[src/rtl/irqc_pkg.sv]
package irqc_pkg;
   localparam int A_MODE_BASE = 'h00;
   localparam int A_VEC_BASE  = 'h10;
   localparam int A_IVEC      = 'h20;
   localparam int A_FVEC      = 'h21;
   localparam int A_EOI       = 'h22;
   localparam int A_EN_SET    = 'h23;
   localparam int A_EN_CLR    = 'h24;
   localparam int A_EN        = 'h25;
   localparam int A_ERR       = 'h26;
   localparam int MODE_PRIO_LSB = 4;
endpackage

[src/rtl/irqc_src_pend.sv]
module irqc_src_pend (
   input  logic clk,
   input  logic rst_n,
   input  logic src_in,
   input  logic edge_mode,
   input  logic ack,
   output logic pend
);
   logic src_q;
   logic hit_q;

   always_ff @(posedge clk) begin
      if (!rst_n) begin
         src_q <= 1'b0;
         hit_q <= 1'b0;
      end else begin
         src_q <= src_in;
         if (src_in && !src_q)
            hit_q <= 1'b1;
         else if (ack)
            hit_q <= 1'b0;
      end
   end

   assign pend = edge_mode ? hit_q : src_q;

   // a rising input is always captured, even when acknowledged in the same cycle
   a_r7_edge_capture: assert property (@(posedge clk) disable iff (!rst_n)
      (src_in && !src_q) |=> hit_q);
   // an acknowledge with no new rising input leaves nothing latched
   a_r7_ack_clears: assert property (@(posedge clk) disable iff (!rst_n)
      (ack && !(src_in && !src_q)) |=> !hit_q);
endmodule

[src/rtl/irqc_arbiter.sv]
module irqc_arbiter #(
   parameter int NSRC   = 8,
   parameter int PRIO_W = 3,
   localparam int IDX_W = $clog2(NSRC)
)(
   input  logic [NSRC-1:0]             req,
   input  logic [NSRC-1:0][PRIO_W-1:0] prio,
   input  logic                        lvl_valid,
   input  logic [PRIO_W-1:0]           lvl,
   output logic                        win_valid,
   output logic [IDX_W-1:0]            win_idx,
   output logic [PRIO_W-1:0]           win_prio
);
   logic unused_s0;
   assign unused_s0 = req[0] ^ (^prio[0]);

   always_comb begin
      win_valid = 1'b0;
      win_idx   = '0;
      win_prio  = '0;
      for (int i = 1; i < NSRC; i++) begin
         if (req[i] && (!lvl_valid || prio[i] > lvl) &&
             (!win_valid || prio[i] > win_prio)) begin
            win_valid = 1'b1;
            win_idx   = IDX_W'(i);
            win_prio  = prio[i];
         end
      end
   end
endmodule

[src/rtl/irqc_lvl_stack.sv]
module irqc_lvl_stack #(
   parameter int DEPTH = 8,
   parameter int W     = 3,
   localparam int CNT_W = $clog2(DEPTH + 1),
   localparam int PTR_W = (DEPTH > 1) ? $clog2(DEPTH) : 1
)(
   input  logic         clk,
   input  logic         rst_n,
   input  logic         push,
   input  logic [W-1:0] push_lvl,
   input  logic         pop,
   output logic [W-1:0] top_lvl,
   output logic         nonempty,
   output logic         err
);
   logic [W-1:0]     mem [DEPTH];
   logic [CNT_W-1:0] cnt;
   logic [PTR_W-1:0] top_ptr;
   logic             full;

   assign full     = (cnt == CNT_W'(DEPTH));
   assign nonempty = (cnt != '0);
   assign top_ptr  = PTR_W'(cnt - 1'b1);
   assign top_lvl  = nonempty ? mem[top_ptr] : '0;

   always_ff @(posedge clk) begin
      if (!rst_n) begin
         cnt <= '0;
         err <= 1'b0;
      end else if (push) begin
         if (full) err <= 1'b1;
         else      cnt <= cnt + 1'b1;
      end else if (pop) begin
         if (!nonempty) err <= 1'b1;
         else           cnt <= cnt - 1'b1;
      end
   end

   always_ff @(posedge clk) begin
      if (push && !full)
         mem[PTR_W'(cnt)] <= push_lvl;
   end

   a_r10_no_overflow: assert property (@(posedge clk) disable iff (!rst_n)
      cnt <= CNT_W'(DEPTH));
   a_r10_pop_empty: assert property (@(posedge clk) disable iff (!rst_n)
      (pop && !push && !nonempty) |=> (!nonempty && err));
   a_r10_err_sticky: assert property (@(posedge clk) disable iff (!rst_n)
      err |=> err);
   a_r5_push_grows: assert property (@(posedge clk) disable iff (!rst_n)
      (push && !full) |=> (cnt == $past(cnt) + 1'b1));
endmodule

[src/rtl/prio_irq_ctrl.sv]
module prio_irq_ctrl
   import irqc_pkg::*;
#(
   parameter int NSRC   = 8,
   parameter int PRIO_W = 3,
   parameter int VEC_W  = 16,
   parameter int DEPTH  = 8,
   parameter int ADDR_W = 8,
   parameter int DATA_W = 32
)(
   input  logic              clk,
   input  logic              rst_n,
   input  logic [NSRC-1:0]   src_in,
   input  logic              bus_sel,
   input  logic              bus_wr,
   input  logic [ADDR_W-1:0] bus_addr,
   input  logic [DATA_W-1:0] bus_wdata,
   output logic [DATA_W-1:0] bus_rdata,
   output logic              irq_n,
   output logic              fiq_n
);
   localparam int IDX_W = $clog2(NSRC);

   generate
      if (NSRC < 2 || NSRC > 16) begin : g_bad_nsrc
         $error("NSRC must lie in 2..16");
      end
      if (PRIO_W < 1 || PRIO_W > 4) begin : g_bad_prio
         $error("PRIO_W must lie in 1..4");
      end
      if (VEC_W > DATA_W || NSRC > DATA_W || DATA_W < 8) begin : g_bad_data
         $error("DATA_W too narrow");
      end
      if (DEPTH < 1 || ADDR_W < 6) begin : g_bad_misc
         $error("DEPTH or ADDR_W out of range");
      end
   endgenerate

   logic [NSRC-1:0]             en_q, edge_q, pend, ack;
   logic [NSRC-1:0][PRIO_W-1:0] prio_q;
   logic [NSRC-1:0][VEC_W-1:0]  vec_q;
   logic                        arb_valid;
   logic [IDX_W-1:0]            arb_idx;
   logic [PRIO_W-1:0]           arb_prio, lvl_top;
   logic                        lvl_nonempty, stk_err, push;
   logic [DATA_W-1:0]           rd_mux;

   logic rd_acc, wr_acc, ivec_rd, fvec_rd, eoi_wr;
   assign rd_acc  = bus_sel && !bus_wr;
   assign wr_acc  = bus_sel && bus_wr;
   assign ivec_rd = rd_acc && (bus_addr == ADDR_W'(A_IVEC));
   assign fvec_rd = rd_acc && (bus_addr == ADDR_W'(A_FVEC));
   assign eoi_wr  = wr_acc && (bus_addr == ADDR_W'(A_EOI));
   assign push    = ivec_rd && arb_valid;

   always_comb begin
      ack = '0;
      if (push)    ack[arb_idx] = 1'b1;
      if (fvec_rd) ack[0]       = 1'b1;
   end

   generate
      for (genvar g = 0; g < NSRC; g++) begin : g_src
         irqc_src_pend u_pend (
            .clk       (clk),
            .rst_n     (rst_n),
            .src_in    (src_in[g]),
            .edge_mode (edge_q[g]),
            .ack       (ack[g]),
            .pend      (pend[g])
         );
      end
   endgenerate

   irqc_arbiter #(.NSRC(NSRC), .PRIO_W(PRIO_W)) u_arb (
      .req       (pend & en_q),
      .prio      (prio_q),
      .lvl_valid (lvl_nonempty),
      .lvl       (lvl_top),
      .win_valid (arb_valid),
      .win_idx   (arb_idx),
      .win_prio  (arb_prio)
   );

   irqc_lvl_stack #(.DEPTH(DEPTH), .W(PRIO_W)) u_stk (
      .clk      (clk),
      .rst_n    (rst_n),
      .push     (push),
      .push_lvl (arb_prio),
      .pop      (eoi_wr),
      .top_lvl  (lvl_top),
      .nonempty (lvl_nonempty),
      .err      (stk_err)
   );

   always_ff @(posedge clk) begin
      if (!rst_n) begin
         en_q   <= '0;
         edge_q <= '0;
         prio_q <= '0;
         vec_q  <= '0;
      end else if (wr_acc) begin
         for (int i = 0; i < NSRC; i++) begin
            if (bus_addr == ADDR_W'(A_MODE_BASE + i)) begin
               edge_q[i] <= bus_wdata[0];
               prio_q[i] <= bus_wdata[MODE_PRIO_LSB +: PRIO_W];
            end
            if (bus_addr == ADDR_W'(A_VEC_BASE + i))
               vec_q[i] <= bus_wdata[VEC_W-1:0];
         end
         if (bus_addr == ADDR_W'(A_EN_SET)) en_q <= en_q | bus_wdata[NSRC-1:0];
         if (bus_addr == ADDR_W'(A_EN_CLR)) en_q <= en_q & ~bus_wdata[NSRC-1:0];
      end
   end

   logic unused_wdata;
   assign unused_wdata = ^bus_wdata;

   always_comb begin
      rd_mux = '0;
      for (int i = 0; i < NSRC; i++) begin
         if (bus_addr == ADDR_W'(A_MODE_BASE + i)) begin
            rd_mux[0]                      = edge_q[i];
            rd_mux[MODE_PRIO_LSB +: PRIO_W] = prio_q[i];
         end
         if (bus_addr == ADDR_W'(A_VEC_BASE + i))
            rd_mux[VEC_W-1:0] = vec_q[i];
      end
      if (bus_addr == ADDR_W'(A_IVEC) && arb_valid) rd_mux[VEC_W-1:0] = vec_q[arb_idx];
      if (bus_addr == ADDR_W'(A_FVEC))              rd_mux[VEC_W-1:0] = vec_q[0];
      if (bus_addr == ADDR_W'(A_EN))                rd_mux[NSRC-1:0]  = en_q;
      if (bus_addr == ADDR_W'(A_ERR))               rd_mux[0]         = stk_err;
   end

   always_ff @(posedge clk) begin
      if (!rst_n) begin
         bus_rdata <= '0;
         irq_n     <= 1'b1;
         fiq_n     <= 1'b1;
      end else begin
         if (rd_acc) bus_rdata <= rd_mux;
         irq_n <= !arb_valid;
         fiq_n <= !(pend[0] && en_q[0]);
      end
   end

   // whatever is pushed must lie strictly above the current level
   a_r4_push_above: assert property (@(posedge clk) disable iff (!rst_n)
      push |-> (!lvl_nonempty || arb_prio > lvl_top));
   // source 0 is never the winner of the normal arbitration
   a_r8_src0_excluded: assert property (@(posedge clk) disable iff (!rst_n)
      arb_valid |-> (arb_idx != '0));
   // a vector read with nothing eligible leaves the stack depth alone
   a_r12_no_push: assert property (@(posedge clk) disable iff (!rst_n)
      (ivec_rd && !arb_valid) |=> (lvl_nonempty == $past(lvl_nonempty) && lvl_top == $past(lvl_top)));
endmodule

[config.mk]
export PLATFORM = sky130hd
export DESIGN_NAME = prio_irq_ctrl
export DESIGN_NICKNAME = d
export VERILOG_FILES = /design/src/rtl/irqc_pkg.sv /design/src/rtl/irqc_src_pend.sv /design/src/rtl/irqc_arbiter.sv /design/src/rtl/irqc_lvl_stack.sv /design/src/rtl/prio_irq_ctrl.sv
export SDC_FILE = /design/constraint.sdc
export NUM_CORES = 1
export LEC_CHECK = 0
export ABC_AREA = 0
export BUFFER_PORTS_ARGS = -buffer_cell sky130_fd_sc_hd__buf_2
export CORE_UTILIZATION = 40
export CTS_CLUSTER_SIZE = 14
export DETAILED_ROUTE_END_ITERATION = 7
export SETUP_SLACK_MARGIN = 0.02
export SYNTH_ARGS = -nofsm -noshare
export SYNTH_HDL_FRONTEND = slang
export SYNTH_SLANG_ARGS = --single-unit
[constraint.sdc]
create_clock -name clk -period 34.5 [get_ports clk]
set_input_delay 3.45 -clock clk [delete_from_list [all_inputs] [get_ports clk]]
set_output_delay 3.45 -clock clk [all_outputs]
set_load 0.1 [all_outputs]
=== Word level (Yosys, flattened, before mapping) ===
Memory sizes are Yosys's and may differ from the RTL's.
Index checks and enable logic that the tools add are counted.

* RAM bits: 24
* Output and inout port bits: 34
* Word-level logic and storage cells: 281
* Input bits: 52
* Bits in registers: 207
* Memories: 1

{| class="wikitable"
|+ Memory list
! name !! depth !! bits a word !! rd ports !! clocked after memory_dff !! wr ports !! line !! text
|-
| u_stk.mem || 8 || 3 || 1 || 0 || 1 || irqc_lvl_stack.sv:16 || <nowiki>logic [W-1:0] mem [DEPTH];</nowiki>
|}

* $lt $le $gt $ge: 15
* Bitwise logic cells: 4
* Reductions and logical operators: 95
* Muxes and demuxes: 92
* Add/sub/neg operators: 2
* Equal/unequal tests: 26

{| class="wikitable"
|+ Operator list
! operator !! count
|-
| 2-to-1 mux 16 bit || 11
|-
| equality test 8 x 5 -> 1 bit (second input constant) || 8
|-
| 2-to-1 mux 3 bit || 20
|-
| equality test 8 x 6 -> 1 bit (second input constant) || 7
|-
| 2-to-1 mux 1 bit || 49
|-
| binary-select mux 16 bit (select 3 bit) || 1
|-
| greater-than comparator 3 bit || 13
|-
| AND reduction 2 bit || 17
|-
| equality test 8 x 3 -> 1 bit (second input constant) || 4
|-
| 2-to-1 mux 8 bit || 4
|-
| logical AND 1 bit || 31
|-
| nonzero test 2 bit || 11
|-
| logical NOT 1 bit || 19
|-
| AND 8 bit || 2
|-
| equality test 8 x 2 -> 1 bit (second input constant) || 2
|-
| 2-to-1 mux 4 bit || 4
|-
| logical OR 1 bit || 13
|-
| equality test 8 x 1 -> 1 bit (second input constant) || 1
|-
| logical NOT 8 bit || 1
|-
| inverter 8 bit || 1
|-
| OR 8 bit || 1
|-
| AND reduction 3 bit || 2
|-
| adder 4 x 1 -> 4 bit (second input constant) || 1
|-
| equality test 4 bit (second input constant) || 1
|-
| other kinds (8) || 10
|}

=== Logic depth before layout (Yosys ltp) ===
An unclocked memory read counts as a cell.

* Depth after elaboration: 39
* Depth in mapped cells: 67

=== By module ===
A second synthesis with hierarchy kept.

* Cells, all modules: 1563
* Area total of the unflattened synthesis: 13370.3 sq um

{| class="wikitable"
|+ By module, submodules not included
! module !! cells each !! times used !! seq. area each (sq um) !! area each (sq um)
|-
| prio_irq_ctrl || 1223 || 1 || 3723.6 || 9933.3
|-
| irqc_arbiter || 186 || 1 || 0.0 || 1458.9
|-
| irqc_lvl_stack || 98 || 1 || 820.8 || 1327.5
|-
| irqc_src_pend || 7 || 8 || 40.0 || 81.3
|}

=== Worst setup path after synthesis ===
No wires, ideal clock.

* Kind: register to register
* Start point: register u_stk.cnt[1]
* End point: register bus_rdata[6]
* Setup slack: 23.177 ns
* Arrival time: 11.189 ns
* Period minus slack after synthesis: 11.323 ns
* Stages on the path, launching flop included: 67
* Cell sequence: dfxtp_1 > clkbuf_1 > inv_1 > ha_1 > clkbuf_2 > mux4_2 > mux2_2 > nand2_1 > ha_1 > a21oi_1 > a21oi_1 > o21ai_0 > o211ai_2 > buf_4 > nand2_1 > ha_1 > nor2b_1 > o21a_1 > (+31 left out) > o21ai_0 > clkbuf_1 > clkbuf_1 > nor2_1 > a21oi_1 > ha_1 > a21o_1 > a21oi_1 > a31oi_1 > nand2_1 > o311ai_2 > a21oi_2 > buf_4 > buf_4 > mux2i_1 > mux2i_1 > o211ai_1 > a21oi_1

* Word-level cells in the longest chain between the ends: 36
* Elaborated cells between the ends (all ways): 76
* Those cells by class: 1 x add/sub; 13 x order compare; 26 x mux; 35 x reduce/logical; 1 x memory

{| class="wikitable"
|+ RTL lines
! what !! line !! text
|-
| start: declaration || irqc_lvl_stack.sv:17 || <nowiki>logic [CNT_W-1:0] cnt;</nowiki>
|-
| start signal: assignment || irqc_lvl_stack.sv:32 || <nowiki>else cnt <= cnt + 1'b1;</nowiki>
|-
| start signal: assignment || irqc_lvl_stack.sv:35 || <nowiki>else cnt <= cnt - 1'b1;</nowiki>
|-
| subtractor 4 x 1 -> 4 bit || irqc_lvl_stack.sv:23 || <nowiki>assign top_ptr = PTR_W'(cnt - 1'b1);</nowiki>
|-
| memory (8 x 3 bit) || - ||
|-
| 2-to-1 mux 3 bit || irqc_lvl_stack.sv:24 || <nowiki>assign top_lvl = nonempty ? mem[top_ptr] : '0;</nowiki>
|-
| greater-than comparator 3 bit || irqc_arbiter.sv:22 || <nowiki>if (req[i] && (!lvl_valid || prio[i] > lvl) &&</nowiki>
|-
| logical OR 1 bit || irqc_arbiter.sv:22 ||
|-
| logical AND 1 bit || irqc_arbiter.sv:22 ||
|-
| 2-to-1 mux 3 bit or 2-to-1 mux 1 bit (tied branches) || irqc_arbiter.sv:22 ||
|-
| greater-than comparator 3 bit or logical NOT 1 bit (tied branches) || irqc_arbiter.sv:23 || <nowiki>(!win_valid || prio[i] > win_prio)) begin</nowiki>
|-
| (+20 left out) || - ||
|-
| logical OR 1 bit || irqc_arbiter.sv:23 ||
|-
| logical AND 1 bit || irqc_arbiter.sv:22 ||
|-
| 2-to-1 mux 3 bit || irqc_arbiter.sv:22 ||
|-
| binary-select mux 16 bit (select 3 bit) || prio_irq_ctrl.sv:129 || <nowiki>if (bus_addr == ADDR_W'(A_IVEC) && arb_valid) rd_mux[VEC_W-1:0] = vec_q[arb_idx];</nowiki>
|-
| 2-to-1 mux 16 bit (not written as such) || prio_irq_ctrl.sv:129 ||
|-
| 2-to-1 mux 16 bit (*) || prio_irq_ctrl.sv:129 ||
|-
| 2-to-1 mux 16 bit (*) || prio_irq_ctrl.sv:130 || <nowiki>if (bus_addr == ADDR_W'(A_FVEC)) rd_mux[VEC_W-1:0] = vec_q[0];</nowiki>
|-
| 2-to-1 mux 8 bit (*) || prio_irq_ctrl.sv:131 || <nowiki>if (bus_addr == ADDR_W'(A_EN)) rd_mux[NSRC-1:0] = en_q;</nowiki>
|-
| end signal: assignment || prio_irq_ctrl.sv:141 || <nowiki>if (rd_acc) bus_rdata <= rd_mux;</nowiki>
|-
| end: declaration || prio_irq_ctrl.sv:18 || <nowiki>output logic [DATA_W-1:0] bus_rdata,</nowiki>
|}

Every way passes the cells marked *; elsewhere a longest branch is shown, timed or not. The select of a mux whose other input is x is not followed.
A chain may end at the register's enable or synchronous reset.

=== Final worst setup path ===
* Start point: register u_stk.cnt[0]
* End point: register bus_rdata[0]

* Word-level cells in the longest chain between the ends: 37
* Elaborated cells between the ends (all ways): 77
* Those cells by class: 1 x add/sub; 13 x order compare; 27 x mux; 35 x reduce/logical; 1 x memory

{| class="wikitable"
|+ RTL lines
! what !! line !! text
|-
| subtractor 4 x 1 -> 4 bit || irqc_lvl_stack.sv:23 ||
|-
| memory (8 x 3 bit) || - ||
|-
| 2-to-1 mux 3 bit || irqc_lvl_stack.sv:24 ||
|-
| greater-than comparator 3 bit || irqc_arbiter.sv:22 ||
|-
| logical OR 1 bit || irqc_arbiter.sv:22 ||
|-
| logical AND 1 bit || irqc_arbiter.sv:22 ||
|-
| 2-to-1 mux 3 bit or 2-to-1 mux 1 bit (tied branches) || irqc_arbiter.sv:22 ||
|-
| greater-than comparator 3 bit or logical NOT 1 bit (tied branches) || irqc_arbiter.sv:23 ||
|-
| (+21 left out) || - ||
|-
| logical AND 1 bit || irqc_arbiter.sv:22 ||
|-
| 2-to-1 mux 3 bit || irqc_arbiter.sv:22 ||
|-
| binary-select mux 16 bit (select 3 bit) || prio_irq_ctrl.sv:129 ||
|-
| 2-to-1 mux 16 bit (not written as such) || prio_irq_ctrl.sv:129 ||
|-
| 2-to-1 mux 16 bit (*) || prio_irq_ctrl.sv:129 ||
|-
| 2-to-1 mux 16 bit (*) || prio_irq_ctrl.sv:130 ||
|-
| 2-to-1 mux 8 bit (*) || prio_irq_ctrl.sv:131 ||
|-
| 2-to-1 mux 1 bit (*) || prio_irq_ctrl.sv:132 || <nowiki>if (bus_addr == ADDR_W'(A_ERR)) rd_mux[0] = stk_err;</nowiki>
|}

Marks and branches as above.

==> flow_metrics.tcl <==
set metrics [dict create \
    syn_avg_cell_area_um2 8.26 \
    numCtsBuffers 27 \
    yosysWarnings 0 \
    worstReg2RegEnd "bus_rdata[0]$_SDFFE_PN0P_" \
    r2r_cells 57 \
    groute.usage.overall_pct 26.6 \
    drtPass1Iterations 6 \
    rows 66 \
    report.final.slew_viol_count 0 \
    grt_pass1_wl_mm 68.4 \
    drc 0 \
    critPathSlowestCell "nor2_8" \
    gp_congestion 0.955 \
    crit_path_start_kind "flop" \
    port_buffers 53 \
    arrival_ns 15.02 \
    r2r_setup_slack_ns 19.91 \
    worstPathRequired_ns 34.93 \
    cts.clk_slew.worst_paths_ns 0.07 \
    max_freq_ghz 0.0685 \
    place_area_mm2 0.0137 \
    yosysSeqAreaShare_pct 36.9 \
    clockBufferDepth 3 \
    powerDensity_mw_per_mm2 41.5 \
    p_leak_nw 5.30 \
    initial_core_util_pct 40.6 \
    via_per_inst 5.91 \
    period_share_pct 42.3 \
    synthDistinctLibCells 83 \
    clk_latency_ns 0.55 \
    cts_root_buffer "clkbuf_16" \
    cp-end-kind "flop" \
    r2r_start "u_stk.cnt[0]$_SDFFE_PN0P_" \
    wl_per_cell_um 22.2 \
    holdBufCountCts 0 \
    maxCapViolCount 0 \
    timing.setup.tns_ns 0 \
    synthCells 1597 \
    grt-ovfl-total 0 \
    syn_area_mm2 0.0132 \
    rsz0062_at_grt "false" \
    synth_top_area_cell "dfxtp_1" \
    drt_iter0_markers 1119 \
    synth.ff_latch_count 231 \
    grt_max_degree 105 \
    drive_gt1_share_pct 10.7 \
    crit_type "flop to flop" \
    setup_viol 0 \
    yosysTopAreaCellShare_pct 31.4 \
    synth_edf_count 24 \
    hp-class "flop to flop" \
    slew_headroom_pct 24.1 \
    vdd_drop_max_mv 0.0364 \
    dp_hpwl_mm 30.9 \
    post_layout_nonfiller_instances 2052 \
    crit_start "u_stk.cnt[0]$_SDFFE_PN0P_" \
    final_design_area_no_fill_mm2 0.0146 \
    antenna_found_initial 0 \
    fill_cells 3257 \
    ios 86 \
    coreArea_mm2 0.0325 \
    cts_tree "built" \
    worst_pin_slew_ns 1.13 \
    path_max_fanout 41 \
    status "finished, final reports clean" \
    drt_wl_total_mm 45.6 \
    synth_area_leaders "dfxtp_1, nand2_1, a21boi_0, mux2i_1, edfxtp_1" \
    min_period_ns 14.59 \
    post_cts_buffers 0 \
    num-nets-final 1677 \
    htreeDepth 1 \
    antenna_left 0 \
    grt_pass1_vias 11400 \
    min_from "vec_q[126]$_SDFFE_PN0P_" \
    die_w_um 184 \
    dp.cells 2003 \
    yosysMostFrequentCell "nand2_1" \
    crit_path_end "bus_rdata[0]$_SDFFE_PN0P_" \
    clock-sinks 231 \
    die_area_mm2 0.0337 \
    skew_ns 0.0148 \
    num_vias 12100 \
    floorplan.die.height_um 184 \
    cts_resized 0 \
    ys_top_cells_by_count "nand2_1, dfxtp_1, a21boi_0" \
    ys.flop_type "dfxtp_1" \
    cpMostUsedCell "ha_1" \
    power.total_mw 0.606 \
    area.growth.synth_to_final_pct 10.7 \
    hold_viol_final 0 \
    cpPeakStageDelay_ns 0.91 \
    synthArstFlopShare_pct 0 \
]
-- metal layers --
metal  wire length (um)  up-vias  global-route usage (%)
met3               3580      105                    3.82
met5                  0        -                       0
met4               1820        0                    10.8
met1              19500     5843                    35.3
li1                   -     5632                       -
met2              20700      546                    43.4
-- cell type report --
class | count | area (um2) | area share, %
tap | 442 | 553 | 3.79
clock inverter | 6 | 87.6 | 0.600
timing repair buffer | 79 | 463 | 3.17
clock buffer | 42 | 815 | 5.58
sequential | 231 | 4860 | 33.3
multi-input combinational | 1230 | 7730 | 53.0
inverter | 21 | 78.8 | 0.540
antenna | 1 | 2.50 | 0.0171
-- through the flow --
stage	setup WS, ns	util [%]	hold slack, ns
2_1_floorplan	23.18	-	0.380
3_3_place_gp	20.34	42.2	0.461
3_5_place_dp	20.09	42.2	0.474
4_1_cts	20.10	45.0	0.483
5_1_grt	18.99	45.0	0.505
6_report	19.91	45.0	0.481
-- cell usage in the layout, fill, tap and decap left out, types with 6 or more instances in the layout --
| master | Yosys | routed |
|---|---|---|
| buf_2 | 5 | 52 |
| a31oi_1 | 15 | 15 |
| nor2_1 | 71 | 70 |
| nand3_1 | 55 | 55 |
| a22oi_1 | 39 | 39 |
| ha_1 | 35 | 35 |
| a21oi_1 | 51 | 51 |
| conb_1 | 1 | 16 |
| a21o_1 | 10 | 10 |
| mux2_2 | 25 | 25 |
| nor4_1 | 6 | 6 |
| buf_4 | 23 | 27 |
| nand2_1 | 384 | 384 |
| nand2b_1 | 13 | 13 |
| nor2b_1 | 20 | 20 |
| a21boi_0 | 163 | 163 |
| nor3_1 | 15 | 11 |
| mux2i_1 | 78 | 78 |
| clkbuf_8 | 0 | 6 |
| dfxtp_1 | 207 | 207 |
| o21ai_0 | 54 | 53 |
| clkbuf_16 | 0 | 28 |
| a222oi_1 | 9 | 9 |
| or3_1 | 9 | 9 |
| nand4_1 | 9 | 9 |
| clkbuf_1 | 86 | 7 |
| inv_1 | 21 | 21 |
| a22o_1 | 11 | 11 |
| a211oi_1 | 10 | 10 |
| edfxtp_1 | 24 | 24 |
| a221oi_1 | 11 | 11 |
| and2_1 | 17 | 17 |
-- kinds of logic (layout without fill, tap and decap cells) --
family	count (synthesis)	count (layout)	synth area share [%]
mux	111	111	9.42
fa+ha+maj	35	35	3.32
other cells	1	17	0.0284
flops	231	231	36.9
simple gates	633	633	21.3
buf+inv	151	148	5.26
xor+xnor	5	5	0.389
compound gates	430	430	23.4
-- critical path, delay by kind of cell (launching register included) --
kind / cells / cell delay [ns]
AOI/OAI and AO/OA: 31 / 6.54
DFF: 1 / 0.73
buffers and inverters: 4 / 0.74
adders and majority gates: 8 / 2.43
and+or+nand+nor: 9 / 2.16
muxes: 5 / 1.82
-- sequential cells by signal, summed over array words and instances (netlist names), named ones only --
name / count
g_src.u_pend.hit_q: 8
u_stk.mem: 24
edge_q: 8
vec_q: 128
fiq_n: 1
prio_q: 24
bus_rdata: 16
g_src.u_pend.src_q: 8
irq_n: 1
u_stk.cnt: 4
u_stk.err: 1
-- report_power, final --
group,internal [mW],switching [mW]
clock network,0.176,0.117
logic,0.00864,0.0295
registers,0.273,0.00165
total,0.458,0.148
-- worst min-delay path by stage --
stage	to	slack [ns]	cells past startpoint
after floorplan	fiq_n$_SDFF_PN1_	0.38	1
after global placement	g_src[3].u_pend.hit_q$_SDFFE_PN0P_	0.46	2
after detailed placement	g_src[4].u_pend.hit_q$_SDFFE_PN0P_	0.47	2
after CTS	vec_q[123]$_SDFFE_PN0P_	0.48	2
after global routing	vec_q[105]$_SDFFE_PN0P_	0.50	2
final	vec_q[126]$_SDFFE_PN0P_	0.48	2
(Power assumes the default switching activity.)
